## config.mk

```make
export PLATFORM = sky130hd
export DESIGN_NAME = ce_thresh_mon
export DESIGN_NICKNAME = d
export VERILOG_FILES = /design/src/rtl/cetm_pkg.sv /design/src/rtl/cetm_err_counter.sv /design/src/rtl/cetm_flag_ctl.sv /design/src/rtl/cetm_regbank.sv /design/src/rtl/ce_thresh_mon.sv
export SDC_FILE = /design/constraint.sdc
export NUM_CORES = 1
export LEC_CHECK = 0
export ABC_AREA = 1
export BUFFER_PORTS_ARGS = -buffer_cell sky130_fd_sc_hd__buf_2
export CAP_MARGIN = 20
export CORE_ASPECT_RATIO = 1.4
export CORE_MARGIN = 2
export CORE_UTILIZATION = 45
export CTS_CLUSTER_DIAMETER = 60
export DETAILED_ROUTE_END_ITERATION = 10
export PLACE_DENSITY = 0.68
export SLEW_MARGIN = 20
export SYNTH_ARGS = -nofsm -noshare
export SYNTH_HDL_FRONTEND = slang
export SYNTH_SLANG_ARGS = --single-unit
```

## constraint.sdc

```tcl
create_clock -name clk -period 5.76 [get_ports clk]
set_input_delay 1.152 -clock clk [delete_from_list [all_inputs] [get_ports clk]]
set_output_delay 1.152 -clock clk [all_outputs]
set_load 0.01 [all_outputs]
```

## src/rtl/cetm_pkg.sv

```systemverilog
package cetm_pkg;

   localparam int unsigned OFS_COUNT  = 'h00;
   localparam int unsigned OFS_LIMIT  = 'h04;
   localparam int unsigned OFS_STATUS = 'h08;
   localparam int unsigned OFS_FORCE  = 'h0C;
   localparam int unsigned OFS_CLEAR  = 'h10;
   localparam int unsigned OFS_IRQEN  = 'h14;

   typedef enum logic [2:0] {
      SEL_COUNT,
      SEL_LIMIT,
      SEL_STATUS,
      SEL_FORCE,
      SEL_CLEAR,
      SEL_IRQEN,
      SEL_NONE
   } reg_sel_e;

   function automatic reg_sel_e sel_of(input logic [7:0] ofs);
      reg_sel_e s;
      case (ofs)
         8'(OFS_COUNT):  s = SEL_COUNT;
         8'(OFS_LIMIT):  s = SEL_LIMIT;
         8'(OFS_STATUS): s = SEL_STATUS;
         8'(OFS_FORCE):  s = SEL_FORCE;
         8'(OFS_CLEAR):  s = SEL_CLEAR;
         8'(OFS_IRQEN):  s = SEL_IRQEN;
         default:        s = SEL_NONE;
      endcase
      return s;
   endfunction

endpackage

```

## src/rtl/cetm_err_counter.sv

```systemverilog
module cetm_err_counter #(
   parameter int unsigned CNT_W    = 16,
   parameter bit          SATURATE = 1'b1
) (
   input  logic             clk,
   input  logic             rst_n,
   input  logic             cpu_hit_i,
   input  logic             dma_hit_i,
   input  logic             clr_i,
   input  logic [CNT_W-1:0] limit_i,
   output logic [CNT_W-1:0] cnt_o,
   output logic             match_o
);

   localparam int unsigned SUM_W = CNT_W + 1;

   logic [1:0]       inc;
   logic [CNT_W-1:0] base;
   logic [SUM_W-1:0] sum;
   logic [CNT_W-1:0] cnt_d;
   logic [CNT_W-1:0] cnt_q;

   always_comb begin
      inc  = {1'b0, cpu_hit_i} + {1'b0, dma_hit_i};
      base = clr_i ? '0 : cnt_q;
      sum  = {1'b0, base} + SUM_W'(inc);
   end

   generate
      if (SATURATE) begin : g_sat
         always_comb cnt_d = sum[CNT_W] ? {CNT_W{1'b1}} : sum[CNT_W-1:0];
      end else begin : g_wrap
         always_comb cnt_d = sum[CNT_W-1:0];
      end
   endgenerate

   always_ff @(posedge clk or negedge rst_n) begin
      if (!rst_n) cnt_q <= '0;
      else        cnt_q <= cnt_d;
   end

   // a match needs a pulse that actually moves the count onto the limit
   always_comb match_o = (inc != 2'd0) && (cnt_d != cnt_q) && (cnt_d == limit_i);

   assign cnt_o = cnt_q;

endmodule

```

## src/rtl/cetm_flag_ctl.sv

```systemverilog
module cetm_flag_ctl (
   input  logic clk,
   input  logic rst_n,
   input  logic match_i,
   input  logic force_i,
   input  logic clear_i,
   input  logic irq_en_i,
   output logic flag_o,
   output logic irq_o
);

   logic flag_q;
   logic set_ev;

   always_comb set_ev = match_i | force_i;

   always_ff @(posedge clk or negedge rst_n) begin
      if (!rst_n)       flag_q <= 1'b0;
      else if (set_ev)  flag_q <= 1'b1;
      else if (clear_i) flag_q <= 1'b0;
   end

   assign flag_o = flag_q;
   assign irq_o  = flag_q & irq_en_i;

endmodule

```

## src/rtl/cetm_regbank.sv

```systemverilog
module cetm_regbank
   import cetm_pkg::*;
#(
   parameter int unsigned DATA_W = 32,
   parameter int unsigned ADDR_W = 5,
   parameter int unsigned CNT_W  = 16
) (
   input  logic              clk,
   input  logic              rst_n,
   input  logic              wr_i,
   input  logic              rd_i,
   input  logic [ADDR_W-1:0] addr_i,
   input  logic [DATA_W-1:0] wdata_i,
   input  logic [CNT_W-1:0]  cnt_i,
   input  logic              flag_i,
   output logic [DATA_W-1:0] rdata_o,
   output logic [CNT_W-1:0]  limit_o,
   output logic              irq_en_o,
   output logic              cnt_clr_o,
   output logic              force_o,
   output logic              clear_o
);

   logic             hi_zero;
   logic [7:0]       lo_ofs;
   reg_sel_e         sel;
   logic [CNT_W-1:0] limit_q;
   logic             irq_en_q;
   logic [DATA_W-1:0] rd_word;
   logic [DATA_W-1:0] rdata_q;
   logic             unused_wdata;

   generate
      if (ADDR_W > 8) begin : g_wide_addr
         always_comb hi_zero = ~|addr_i[ADDR_W-1:8];
      end else begin : g_narrow_addr
         always_comb hi_zero = 1'b1;
      end
   endgenerate

   always_comb begin
      lo_ofs = 8'(addr_i);
      sel    = hi_zero ? sel_of(lo_ofs) : SEL_NONE;
   end

   assign unused_wdata = ^wdata_i;

   always_comb begin
      cnt_clr_o = wr_i && (sel == SEL_COUNT);
      force_o   = wr_i && (sel == SEL_FORCE) && wdata_i[0];
      clear_o   = wr_i && (sel == SEL_CLEAR) && wdata_i[0];
   end

   always_ff @(posedge clk or negedge rst_n) begin
      if (!rst_n) begin
         limit_q  <= '0;
         irq_en_q <= 1'b0;
      end else if (wr_i) begin
         if (sel == SEL_LIMIT) limit_q  <= wdata_i[CNT_W-1:0];
         if (sel == SEL_IRQEN) irq_en_q <= wdata_i[0];
      end
   end

   always_comb begin
      case (sel)
         SEL_COUNT:  rd_word = DATA_W'(cnt_i);
         SEL_LIMIT:  rd_word = DATA_W'(limit_q);
         SEL_STATUS: rd_word = DATA_W'(flag_i);
         SEL_IRQEN:  rd_word = DATA_W'(irq_en_q);
         default:    rd_word = '0;
      endcase
   end

   always_ff @(posedge clk or negedge rst_n) begin
      if (!rst_n)    rdata_q <= '0;
      else if (rd_i) rdata_q <= rd_word;
   end

   assign rdata_o  = rdata_q;
   assign limit_o  = limit_q;
   assign irq_en_o = irq_en_q;

endmodule

```

## src/rtl/ce_thresh_mon.sv

```systemverilog
module ce_thresh_mon #(
   parameter int unsigned DATA_W   = 32,
   parameter int unsigned ADDR_W   = 5,
   parameter int unsigned CNT_W    = 16,
   parameter bit          SATURATE = 1'b1
) (
   input  logic              clk,
   input  logic              rst_n,
   input  logic              cpu_err_i,
   input  logic              dma_err_i,
   input  logic              bus_wr_i,
   input  logic              bus_rd_i,
   input  logic [ADDR_W-1:0] bus_addr_i,
   input  logic [DATA_W-1:0] bus_wdata_i,
   output logic [DATA_W-1:0] bus_rdata_o,
   output logic              irq_o
);

   generate
      if (CNT_W < 2 || CNT_W > DATA_W) begin : g_bad_cnt_w
         $error("ce_thresh_mon: CNT_W must lie in 2..DATA_W");
      end
      if (ADDR_W < 5) begin : g_bad_addr_w
         $error("ce_thresh_mon: ADDR_W must reach offset 0x14");
      end
   endgenerate

   logic [CNT_W-1:0] cnt_q;
   logic [CNT_W-1:0] limit_q;
   logic             irq_en_q;
   logic             flag_q;
   logic             match;
   logic             cnt_clr;
   logic             force_set;
   logic             flag_clr;

   cetm_regbank #(
      .DATA_W (DATA_W),
      .ADDR_W (ADDR_W),
      .CNT_W  (CNT_W)
   ) u_regs (
      .clk       (clk),
      .rst_n     (rst_n),
      .wr_i      (bus_wr_i),
      .rd_i      (bus_rd_i),
      .addr_i    (bus_addr_i),
      .wdata_i   (bus_wdata_i),
      .cnt_i     (cnt_q),
      .flag_i    (flag_q),
      .rdata_o   (bus_rdata_o),
      .limit_o   (limit_q),
      .irq_en_o  (irq_en_q),
      .cnt_clr_o (cnt_clr),
      .force_o   (force_set),
      .clear_o   (flag_clr)
   );

   cetm_err_counter #(
      .CNT_W    (CNT_W),
      .SATURATE (SATURATE)
   ) u_cnt (
      .clk       (clk),
      .rst_n     (rst_n),
      .cpu_hit_i (cpu_err_i),
      .dma_hit_i (dma_err_i),
      .clr_i     (cnt_clr),
      .limit_i   (limit_q),
      .cnt_o     (cnt_q),
      .match_o   (match)
   );

   cetm_flag_ctl u_flag (
      .clk      (clk),
      .rst_n    (rst_n),
      .match_i  (match),
      .force_i  (force_set),
      .clear_i  (flag_clr),
      .irq_en_i (irq_en_q),
      .flag_o   (flag_q),
      .irq_o    (irq_o)
   );

endmodule

```

==> results.yml <==
outcome:
  status: "completed"
drt:
  drc: 0
  first_iter_violations: 179
  routedWlPerCell_um: 13.44
  firstDrtPassIters: 4
  vias: 2922
  vias_per_cell: 5.038
  totalWireLength_um: 7794
  postRouteAntennaNets: 0
sta:
  finalCritPeriodShare: 0.7681
  final.setup.tns_ps: 0
  skew_ps: 3.156
  hold_slack_ps: 510.5
  finalSetupViolCount: 0
  grt_setup_unrepaired: "false"
  fmax_mhz: 226.0
  slew_headroom: 0.3589
  finalHoldViolations: 0
  worst_pin_slew_ps: 959.3
  drv_slew: 0
  post-route-min-period_ps: 4424
floorplan:
  fp-row-count: 37
  core_mm2: 0.007268
  initial_core_util: 0.4610
  fp.dieH_um: 106.1
  num_io_pins: 76
  die_w_um: 76.93
  die-area_mm2: 0.008162
synthesis:
  yosysSeqAreaShare: 0.3734
  avgSynthCellArea_um2: 7.547
  synth_edf_count: 0
  syn_area_mm2: 0.003351
  synth_cell_types: 33
  synth_seq_cells: 50
  async_flop_share: 1.000
  syn_inst: 444
  ys.warnings.count: 0
  ys_dominant_reg_cell: "dfrtp_1"
clock_network:
  cts_resized: 0
  clock_path_buffers: 2
  numCtsBuffers: 5
  cts_setup_buffers: 0
  clock-sinks: 50
  path_clk_slew_ps: 90
  clock_latency_ps: 310
  root_buffer: "clkbuf_8"
  holdBufCountCts: 0
  cts_tree: "built"
  h-tree-depth: 2
global_routing:
  met3_usage: 0.02716
  grt_pass1_vias: 2817
  met1_usage: 0.2488
  grt_busiest_layer: "met2"
  grt_util_met2: 0.3503
  grt_pass1_wl_um: 13210
  antenna_found_initial: 0
  grt_max_degree: 51
  grt_util_all_layers: 0.2022
  gr-total-overflow: 0
cells_and_area:
  register_area_mm2: 0.001251
  fillers: 754
  multiInputGateArea_mm2: 0.001708
  syn_to_final_growth_pct: 8.775
  num_antenna_cells: 0
  layout.nets: 530
  finalCoreUtilization: 0.5015
  drive_gt1_frac: 0.2070
run:
  drv_cap: 0
worst_setup_path:
  crit_path_end_kind: "flip-flop"
  r2r_cells: 21
  required_ps: 5970
  cp-start-kind: "input port"
  critPathArrivalTime_ps: 4630
  path_max_fanout: 32
  path_class: "input port to flip-flop"
pwr:
  ir_drop_mv: 0.2628
  power.leakage_nw: 2.002
  powerDensity_mw_per_mm2: 296.3
worst_hold_path:
  hold_class: "flip-flop to flip-flop"
  worstHoldPathCells: 1
placement:
  port_buffers: 43
  dp_hpwl_um: 6128
  place_congestion: 0.8577
## cells in the final DEF (no fill, tap or decap), types with 2 or more instances in the layout
| cell | Yosys | final |
|---|---|---|
| nand4_1 | 10 | 10 |
| a21oi_1 | 16 | 16 |
| conb_1 | 1 | 16 |
| nor3_1 | 2 | 2 |
| inv_1 | 65 | 65 |
| nor2_1 | 61 | 61 |
| o22ai_1 | 15 | 15 |
| nor2_2 | 4 | 4 |
| nand2_1 | 74 | 74 |
| buf_2 | 1 | 43 |
| ha_1 | 4 | 4 |
| clkbuf_8 | 0 | 5 |
| nand2_2 | 9 | 9 |
| o21ai_1 | 2 | 2 |
| o21bai_1 | 2 | 2 |
| nand3_1 | 41 | 41 |
| nand3_2 | 11 | 11 |
| xor2_1 | 5 | 5 |
| inv_2 | 3 | 3 |
| nor2_4 | 3 | 3 |
| dfrtp_1 | 50 | 50 |
| o21ai_0 | 14 | 14 |
| mux2_2 | 17 | 17 |
## layout make-up
type,count,share of cell area
Clock buffer,6,0.01991
Multi-Input combinational cell,313,0.4686
Tap cell,97,0.03330
Clock inverter,2,0.003776
Sequential cell,50,0.3433
Inverter,68,0.07003
Timing Repair Buffer,44,0.06111
## critical path, stage by stage
cell and delay (ps):
buf_2 110, inv_1 90, nand4_4 320, inv_1 190, nor2_1 130, ha_1 170, inv_1 50, fa_1 390
nor2_1 180, nand3_2 130, inv_2 140, nand2_1 100, nor2_1 120, nand2_2 420, nand2_1 270, nand2_1 70
nand2_1 70, nand2_1 60, inv_1 60, nand2_1 40, nor2_1 90, nand3_1 90, nand3_1 100, nand2_1 60
## per-layer routing
layer	vias up	share of wire
met1	1366	0.43
met5	-	0
met3	14	0.035
met2	70	0.51
li1	1472	-
met4	0	0.027
## where the power goes
| group | internal (mW) | switching [mW] | leakage (nW) |
|---|---|---|---|
| Combinational | 0.149 | 0.269 | 1.33 |
| Clock | 0.0860 | 0.123 | 0.0452 |
| Sequential | 0.407 | 0.0468 | 0.623 |
| Total | 0.641 | 0.439 | 2.00 |
## worst paths after layout
check | from | end | slack [ps]
worst max-delay path | bus_addr_i[4] | u_flag.flag_o$_DFFE_PN0P_ | 1340
worst min-delay path | u_regs.rdata_o[11]$_DFFE_PN0P_ | u_regs.rdata_o[11]$_DFFE_PN0P_ | 510
worst max register to register | u_cnt.cnt_o[0]$_DFF_PN0_ | u_flag.flag_o$_DFFE_PN0P_ | 2500
worst min register to register | u_regs.rdata_o[11]$_DFFE_PN0P_ | u_regs.rdata_o[11]$_DFFE_PN0P_ | 510
max in group asynchronous | rst_n | u_cnt.cnt_o[2]$_DFF_PN0_ | 4380
min in group asynchronous | rst_n | u_cnt.cnt_o[14]$_DFF_PN0_ | 930
## logic make-up (layout without fill, tap and decap cells)
logic type                 Yosys count  count (layout)  share of synthesized area
xor gates and xnor gates             6               6                    0.01568
muxes                               17              17                    0.05713
other                                1              16                   0.001119
adders and majority gates            5               5                    0.02091
and+or+nand+nor                    218             218                     0.3133
DFF                                 50              50                     0.3734
buffers and inverters               96             120                     0.1337
AOI/OAI and AO/OA                   51              51                    0.08477
## through the flow
stage               power, mW  area (um2)  instances  setup slack, ps
finish                  1.080        3645        580             1336
global route            1.171        3645        580            925.9
CTS                     1.085        3645        580             1330
detailed placement     0.8755        3558        572             1001
global placement       0.8637        3558        572             1064
floorplan              0.7758        3407        459             2108
## cell usage after synthesis, types with 5 or more instances
master / count / area [um2]
clkbuf_1: 6 / 22.52
nand2_1: 74 / 277.8
buf_4: 17 / 127.6
xor2_1: 5 / 43.79
dfrtp_1: 50 / 1251
nand4_1: 10 / 62.56
nand3_2: 11 / 110.1
inv_1: 65 / 244.0
mux2_2: 17 / 191.4
nand3_1: 41 / 205.2
nor2_1: 61 / 229.0
a21oi_1: 16 / 80.08
o22ai_1: 15 / 93.84
o21ai_0: 14 / 70.07
nand2_2: 9 / 56.30
## sequential cells by signal, indices dropped and copies added (netlist names)
signal           count
u_cnt.cnt_o         16
u_flag.flag_o        1
u_regs.irq_en_o      1
u_regs.limit_o      16
u_regs.rdata_o      16
No activity file was read; power rests on OpenSTA's default activity.
